File: config.mk
export PLATFORM = sky130hd
export DESIGN_NAME = shift_rotate_unit
export DESIGN_NICKNAME = d
export VERILOG_FILES = /design/src/rtl/rsu_pkg.sv /design/src/rtl/rsu_rotator.sv /design/src/rtl/rsu_shifter.sv /design/src/rtl/rsu_flag_gen.sv /design/src/rtl/shift_rotate_unit.sv
export SDC_FILE = /design/constraint.sdc
export NUM_CORES = 1
export LEC_CHECK = 0
export BUFFER_PORTS_ARGS = -buffer_cell sky130_fd_sc_hd__buf_2
export CAP_MARGIN = 30
export CELL_PAD_IN_SITES_DETAIL_PLACEMENT = 1
export CELL_PAD_IN_SITES_GLOBAL_PLACEMENT = 2
export CORE_MARGIN = 2
export CORE_UTILIZATION = 30
export DETAILED_ROUTE_END_ITERATION = 8
export GPL_TIMING_DRIVEN = 0
export PLACE_DENSITY = 0.71
export SYNTH_ARGS = -nofsm -noshare
export SYNTH_HDL_FRONTEND = slang
export SYNTH_SLANG_ARGS = --single-unit
export TNS_END_PERCENT = 5
File: constraint.sdc
create_clock -name vclk -period 28.7
set_input_delay 1.435 -clock vclk [all_inputs]
set_output_delay 1.435 -clock vclk [all_outputs]
set_load 0.03 [all_outputs]
File: src/rtl/rsu_pkg.sv
package rsu_pkg;

    typedef enum logic [2:0] {
        OP_ROL = 3'd0,
        OP_ROR = 3'd1,
        OP_RCL = 3'd2,
        OP_RCR = 3'd3,
        OP_SHL = 3'd4,
        OP_SHR = 3'd5,
        OP_RSV = 3'd6,
        OP_SAR = 3'd7
    } rsu_op_e;

    typedef struct packed {
        logic carry;
        logic sign;
        logic zero;
        logic parity;
    } rsu_flags_t;

    localparam int PARITY_W = 8;

    // 1 when the byte holds an even number of ones
    function automatic logic even_parity(input logic [PARITY_W-1:0] b);
        return ~^b;
    endfunction

    function automatic logic op_is_rotate(input rsu_op_e o);
        return (o == OP_ROL) || (o == OP_ROR) || (o == OP_RCL) || (o == OP_RCR);
    endfunction

    function automatic logic op_is_shift(input rsu_op_e o);
        return (o == OP_SHL) || (o == OP_SHR) || (o == OP_SAR);
    endfunction

endpackage

File: src/rtl/rsu_rotator.sv
module rsu_rotator #(
    parameter int DATA_W = 16,
    parameter int CNT_W  = 5
) (
    input  logic [DATA_W-1:0] opd_i,
    input  logic [CNT_W-1:0]  cnt_i,
    input  logic              wide_i,
    input  logic              carry_i,
    input  logic              thru_i,
    input  logic              left_i,
    output logic [DATA_W-1:0] res_o,
    output logic              carry_o
);
    localparam int HALF_W    = DATA_W / 2;
    localparam int MAX_STEPS = (1 << CNT_W) - 1;

    logic [DATA_W-1:0] v, nv;
    logic              c, top, b0, ins;

    // One single-bit step per count value, each stage enabled while s < count
    always_comb begin
        v   = opd_i;
        c   = carry_i;
        nv  = '0;
        top = 1'b0;
        b0  = 1'b0;
        ins = 1'b0;
        for (int s = 0; s < MAX_STEPS; s++) begin
            if (CNT_W'(s) < cnt_i) begin
                if (left_i) begin
                    top = wide_i ? v[DATA_W-1] : v[HALF_W-1];
                    ins = thru_i ? c : top;
                    nv  = v << 1;
                    if (!wide_i) nv[DATA_W-1:HALF_W] = '0;
                    nv[0] = ins;
                    c   = top;
                end else begin
                    b0  = v[0];
                    ins = thru_i ? c : b0;
                    nv  = v >> 1;
                    if (wide_i) nv[DATA_W-1] = ins;
                    else        nv[HALF_W-1] = ins;
                    c   = b0;
                end
                v = nv;
            end
        end
        res_o   = v;
        carry_o = c;
    end

endmodule

File: src/rtl/rsu_shifter.sv
module rsu_shifter
    import rsu_pkg::*;
#(
    parameter int DATA_W = 16,
    parameter int CNT_W  = 5
) (
    input  logic [DATA_W-1:0] opd_i,
    input  logic [CNT_W-1:0]  cnt_i,
    input  logic              wide_i,
    input  rsu_op_e           op_i,
    output logic [DATA_W-1:0] res_o,
    output logic              carry_o
);
    localparam int HALF_W = DATA_W / 2;
    localparam int EXT_W  = DATA_W + (1 << CNT_W);

    logic [EXT_W-1:0]  ext_z, ext_s, left_v, right_v, arith_v;
    logic [DATA_W-1:0] width_mask;
    logic [CNT_W-1:0]  cnt_m1;
    logic              sgn;

    always_comb begin
        width_mask = wide_i ? {DATA_W{1'b1}} : {{HALF_W{1'b0}}, {HALF_W{1'b1}}};
        sgn        = wide_i ? opd_i[DATA_W-1] : opd_i[HALF_W-1];
        ext_z      = EXT_W'(opd_i);
        ext_s      = ext_z | ({EXT_W{sgn}} << (wide_i ? DATA_W : HALF_W));
        cnt_m1     = cnt_i - CNT_W'(1);
        // shift by count-1 so bit 0 holds the last bit to leave on the right
        left_v     = ext_z << cnt_i;
        right_v    = ext_z >> cnt_m1;
        arith_v    = EXT_W'($signed(ext_s) >>> cnt_m1);

        case (op_i)
            OP_SHL: begin
                res_o   = left_v[DATA_W-1:0] & width_mask;
                carry_o = wide_i ? left_v[DATA_W] : left_v[HALF_W];
            end
            OP_SHR: begin
                res_o   = right_v[DATA_W:1] & width_mask;
                carry_o = right_v[0];
            end
            OP_SAR: begin
                res_o   = arith_v[DATA_W:1] & width_mask;
                carry_o = arith_v[0];
            end
            default: begin
                res_o   = opd_i;
                carry_o = 1'b0;
            end
        endcase
    end

endmodule

File: src/rtl/rsu_flag_gen.sv
module rsu_flag_gen
    import rsu_pkg::*;
#(
    parameter int DATA_W = 16
) (
    input  logic [DATA_W-1:0] res_i,
    input  logic              wide_i,
    output logic              sign_o,
    output logic              zero_o,
    output logic              parity_o
);
    localparam int HALF_W = DATA_W / 2;

    always_comb begin
        sign_o   = wide_i ? res_i[DATA_W-1] : res_i[HALF_W-1];
        zero_o   = (res_i == '0);
        parity_o = even_parity(res_i[PARITY_W-1:0]);
    end

endmodule

File: src/rtl/shift_rotate_unit.sv
module shift_rotate_unit
    import rsu_pkg::*;
#(
    parameter int DATA_W = 16,
    parameter int CNT_W  = 5
) (
    input  logic [DATA_W-1:0] operand,
    input  logic [CNT_W-1:0]  count,
    input  logic [2:0]        op_sel,
    input  logic              wide_sel,
    input  logic              carry_in,
    input  logic              sign_in,
    input  logic              zero_in,
    input  logic              parity_in,
    output logic [DATA_W-1:0] result,
    output logic              carry_out,
    output logic              sign_out,
    output logic              zero_out,
    output logic              parity_out
);
    localparam int HALF_W = DATA_W / 2;

    rsu_op_e           op;
    logic [DATA_W-1:0] opd_m, rot_res, sh_res;
    logic              rot_c, sh_c, fl_s, fl_z, fl_p;
    rsu_flags_t        fl_out;

    assign op    = rsu_op_e'(op_sel);
    assign opd_m = wide_sel ? operand : {{HALF_W{1'b0}}, operand[HALF_W-1:0]};

    rsu_rotator #(.DATA_W(DATA_W), .CNT_W(CNT_W)) i_rot (
        .opd_i   (opd_m),
        .cnt_i   (count),
        .wide_i  (wide_sel),
        .carry_i (carry_in),
        .thru_i  ((op == OP_RCL) || (op == OP_RCR)),
        .left_i  ((op == OP_ROL) || (op == OP_RCL)),
        .res_o   (rot_res),
        .carry_o (rot_c)
    );

    rsu_shifter #(.DATA_W(DATA_W), .CNT_W(CNT_W)) i_shf (
        .opd_i   (opd_m),
        .cnt_i   (count),
        .wide_i  (wide_sel),
        .op_i    (op),
        .res_o   (sh_res),
        .carry_o (sh_c)
    );

    rsu_flag_gen #(.DATA_W(DATA_W)) i_flg (
        .res_i    (sh_res),
        .wide_i   (wide_sel),
        .sign_o   (fl_s),
        .zero_o   (fl_z),
        .parity_o (fl_p)
    );

    always_comb begin
        result = opd_m;
        fl_out = '{carry: carry_in, sign: sign_in, zero: zero_in, parity: parity_in};
        if (count != '0) begin
            if (op_is_rotate(op)) begin
                result       = rot_res;
                fl_out.carry = rot_c;
            end else if (op_is_shift(op)) begin
                result = sh_res;
                fl_out = '{carry: sh_c, sign: fl_s, zero: fl_z, parity: fl_p};
            end
        end
    end

    assign carry_out  = fl_out.carry;
    assign sign_out   = fl_out.sign;
    assign zero_out   = fl_out.zero;
    assign parity_out = fl_out.parity;

endmodule

==> results of run 1 <==
==> final timing paths <==
path              slack, ns      start          to
setup / recovery       8.20  op_sel[0]  result[12]
hold / removal         3.22    zero_in    zero_out
==> layer usage <==
layer	share of wire	GRT usage
met1	0.42	0.5888
met2	0.41	0.6408
met3	0.11	0.08149
met4	0.054	0.1783
met5	0.000077	0
==> critical path, delay by kind of cell <==
kind	cells	cell delay, ns
AND/OR/NAND/NOR	1	0.21
buffers and inverters	33	16.33
AO/OA/AOI/OAI	4	0.99
==> cell families after synthesis <==
| kind of cell | count (synthesis) | synth area share |
|---|---|---|
| buffers and inverters | 386 | 0.07165 |
| AND/OR/NAND/NOR | 1401 | 0.3048 |
| AO/OA/AOI/OAI | 1843 | 0.5946 |
| XOR/XNOR | 6 | 0.002417 |
| adder cells (fa/ha/maj) | 6 | 0.003453 |
| multiplexers | 44 | 0.02308 |
==> cells in the mapped netlist, types with 20 or more instances <==
master     number  area, um2
a211o_1        34      297.8
a211oi_1      118      885.9
a21o_1         35      262.8
a21oi_1       361       1807
a221oi_1       45      394.1
a22oi_1        24      180.2
a311oi_1       27      236.5
a31oi_1        96      600.6
and2_1         40      250.2
and3_1         25      156.4
buf_1          47      176.4
buf_2          42      210.2
clkbuf_1      265      994.7
inv_1          21      78.83
mux2i_1        31      310.3
nand2_1       431       1618
nand2b_1       20      125.1
nand3_1       144      720.7
nand4_1        36      225.2
nor2_1        371       1393
nor3_1        150      750.7
nor4_1         36      225.2
o2111ai_1      29      254.0
o211ai_1      142       1066
o21a_1         43      322.8
o21ai_0       314       1572
o21ai_1        50      250.2
o221ai_1       31      271.5
o22ai_1        57      356.6
o31ai_1        85      638.1
or3_1          29      181.4
==> stage by stage <==
stage | instances | util | worst slack [ns] | cell area, um2 | hold WS [ns]
after floorplan | 3686 | - | 15.01 | 21740 | 3.106
after global routing | 4705 | 0.3272 | 7.989 | 23430 | 3.235
after CTS | 4704 | 0.3270 | 9.026 | 23420 | 3.224
after detailed placement | 4704 | 0.3270 | 9.043 | 23420 | 3.223
after global placement | 4678 | 0.3231 | 8.833 | 23140 | 3.217
final | 4707 | 0.3273 | 8.199 | 23440 | 3.218
==> final cells by class <==
type                       count  share of cell area
multi-input combinational   3300              0.8615
buffer                       363             0.06278
tap                          950             0.05071
timing repair buffer          69             0.02109
inverter                      23            0.003683
antenna                        2           0.0002135
==> results.py, run 1 <==
metrics = {
    "die": {
        "io_pins": 49,
        "die-area_um2": 74640,
        "core_area_um2": 71610,
        "die_w_um": 273.2,
        "die_h_um": 273.2,
        "num_rows": 98,
        "start_util": 0.3036,
    },
    "yosys": {
        "syn-cell-area_um2": 21740,
        "yosysWarnings": 0,
        "synth_nets": 3721,
        "synth_cell_types": 121,
        "synth-seq-area-share": 0,
        "syn_avg_cell_area_um2": 5.898,
        "synthesis.instances": 3686,
    },
    "grt": {
        "antenna_found_initial": 2,
        "grt_pass1_vias": 33400,
        "grt_overflow": 0,
        "grtUsageTotal": 0.4258,
        "grt_pass1_wl_mm": 241.3,
        "grt_max_degree": 11,
    },
    "timing": {
        "slew_violations": 0,
        "period_share": 0.7143,
        "tightest_slew_ns": 1.187,
        "setup_viol": 0,
        "relSlewSlack": 0.1885,
        "min_period_ns": 20.50,
        "tns_ns": 0,
        "fmax_ghz": 0.04878,
        "rsz0062_at_grt": "false",
        "hold_viol": 0,
    },
    "critical_path": {
        "slowest_stage": "buf_1",
        "crit_path_max_incr_delay_ns": 0.72,
        "crit_type": "input port to output pin",
        "start_kind": "input port",
        "end_kind": "output pin",
        "cp_max_fo": 10,
        "worst_ep_arrival_time_ns": 19.07,
        "critPathRequiredTime_ns": 27.26,
        "crit_path_frequent_cell": "clkbuf_1",
    },
    "finish": {
        "nets": 3792,
        "drive_above_1_share": 0.07403,
        "final_common_cell": "nand2_1",
        "multi_input_area_um2": 20190,
        "fillCellCount": 9732,
        "num-clock-buffers": 0,
        "design.seq.count": 0,
        "final_cell_mix": "431 x nand2_1, 367 x nor2_1, 361 x a21oi_1",
        "area_growth_pct": 7.809,
        "regArea_um2": 0,
    },
    "drt": {
        "wire_per_inst_um": 35.69,
        "avgViaCountPerCell": 7.563,
        "drt_iter0_markers": 5541,
        "ant_nets": 0,
        "route.detailed.drc": 0,
        "vias": 35600,
        "first_pass_iters": 6,
        "routed_wl_mm": 168.0,
    },
    "job": {
        "maxCapViolCount": 0,
    },
    "clock_tree": {
        "holdBufCountCts": 0,
        "cts_setup_buffers": 0,
        "cts_resized": 0,
    },
    "hold_path": {
        "hold_class": "input port to output pin",
        "hold_depth": 3,
    },
    "status": {
        "outcome": "finished, final reports clean",
    },
    "place": {
        "hpwl_mm": 133.3,
        "portBuffers": 42,
        "place.gp.congestion": 1.063,
    },
}
==> inputs of run 2 (changes only) <==
PLACE_DENSITY = 0.74   (was 0.71)
clock period = 18.1 ns   (was 28.7 ns; I/O delays follow)
==> results.py, run 2 (synthesized netlist as in run 1, its figures left out) <==
metrics = {
    "timing": {
        "holdWs_ns": 2.163,
        "hold_viol": 0,
        "tightest_slew_ns": 1.159,
        "slew_violations": 0,
        "setup_viol": 0,
        "fmax_ghz": 0.05554,
        "relSlewSlack": 0.2169,
        "rsz0062_at_grt": "true",
        "min_period_ns": 18.01,
        "period_share": 0.9948,
        "tns_ns": 0,
    },
    "clock_tree": {
        "cts_resized": 0,
        "cts_setup_buffers": 0,
        "holdBufCountCts": 0,
    },
    "grt": {
        "grt_pass1_vias": 33960,
        "grtUsageTotal": 0.4166,
        "grt_overflow": 0,
        "grtUsageMet3": 0.08096,
        "grt_pass1_wl_mm": 238.3,
        "antenna_found_initial": 1,
        "use_met1": 0.5708,
        "gr-usage-met2": 0.6188,
        "grt-busiest-layer": "met2",
        "grt_max_degree": 11,
    },
    "drt": {
        "vias": 35870,
        "wire_per_inst_um": 34.84,
        "avgViaCountPerCell": 7.625,
        "routed_wl_mm": 163.9,
        "ant_nets": 0,
        "route.detailed.drc": 0,
        "drt_iter0_markers": 6020,
        "first_pass_iters": 8,
    },
    "finish": {
        "design.seq.count": 0,
        "drive_above_1_share": 0.07834,
        "final_cell_mix": "431 x nand2_1, 368 x nor2_1, 360 x a21oi_1",
        "layout.cells.non_filler": 4704,
        "regArea_um2": 0,
        "nets": 3790,
        "final_common_cell": "nand2_1",
        "num-clock-buffers": 0,
        "stdcell_area_um2": 23490,
        "area_growth_pct": 8.063,
    },
    "place": {
        "place.gp.congestion": 1.067,
        "placed_cell_area_um2": 23380,
        "hpwl_mm": 128.9,
        "dp.cells": 4699,
        "portBuffers": 42,
    },
    "critical_path": {
        "crit_path_frequent_cell": "a221oi_1",
        "crit_type": "input port to output pin",
        "end_kind": "output pin",
        "worst_ep_arrival_time_ns": 17.10,
        "cp_max_fo": 10,
        "slowest_stage": "o41ai_1",
        "critPathRequiredTime_ns": 17.19,
        "crit_path_max_incr_delay_ns": 0.99,
        "start_kind": "input port",
    },
    "hold_path": {
        "min_to": "zero_out",
        "hold_class": "input port to output pin",
        "hold_depth": 3,
        "hp-start": "zero_in",
    },
    "die": {
        "die_h_um": 273.2,
        "start_util": 0.3036,
        "num_rows": 98,
        "die-area_um2": 74640,
        "io_pins": 49,
        "die_w_um": 273.2,
        "core_area_um2": 71610,
    },
    "status": {
        "outcome": "finished, final reports clean",
    },
    "job": {
        "maxCapViolCount": 0,
    },
}
[run 2: cell types whose count changed in the layout (fill, tap and decap cells not counted), sizes merged]
cell | before | now
buf | 166 | 157
dlymetal6s2s | 0 | 1
clkdlybuf4s18 | 1 | 0
diode | 2 | 1
clkbuf | 265 | 272
[run 2: metrics by stage]
| stage | setup slack (ns) | util |
|---|---|---|
| 2_1_floorplan | 5.467 | - |
| 6_report | 0.09471 | 0.3281 |
| 5_1_grt | -0.07492 | 0.3281 |
| 3_5_place_dp | 0.06075 | 0.3266 |
| 4_1_cts | 0.01943 | 0.3266 |
| 3_3_place_gp | -0.7730 | 0.3231 |
[run 2: layer usage]
| metal | up-vias | part of all wire |
|---|---|---|
| li1 | 14800 | - |
| met1 | 17500 | 0.41 |
| met2 | 2861 | 0.41 |
| met3 | 705 | 0.12 |
| met4 | 4 | 0.063 |
| met5 | - | 0.00033 |
[run 2: area by class of cell]
cell class / count / area, um2
Inverter: 23 / 86.33
Antenna cell: 1 / 2.502
Fill cell: 9654 / 48110
Tap cell: 950 / 1189
Multi-Input combinational cell: 3300 / 20240
Buffer: 363 / 1486
Timing Repair Buffer: 67 / 490.5
[run 2: critical path, delay by kind of cell]
kind                       cells  cell delay [ns]
AOI/OAI and AO/OA             27            11.08
and+or+nand+nor               11             3.14
buffers and inverters          6             1.70
adders and majority gates      1             0.24
[run 2: worst max-delay path by stage]
stage	startpoint	end	slack [ns]	depth (start not counted)
2_1_floorplan	count[1]	result[8]	5.47	46
3_3_place_gp	count[1]	result[9]	-0.77	48
3_5_place_dp	op_sel[0]	result[11]	0.06	39
4_1_cts	op_sel[0]	result[11]	0.02	39
5_1_grt	count[1]	result[9]	-0.07	47
6_report	count[1]	result[9]	0.09	45
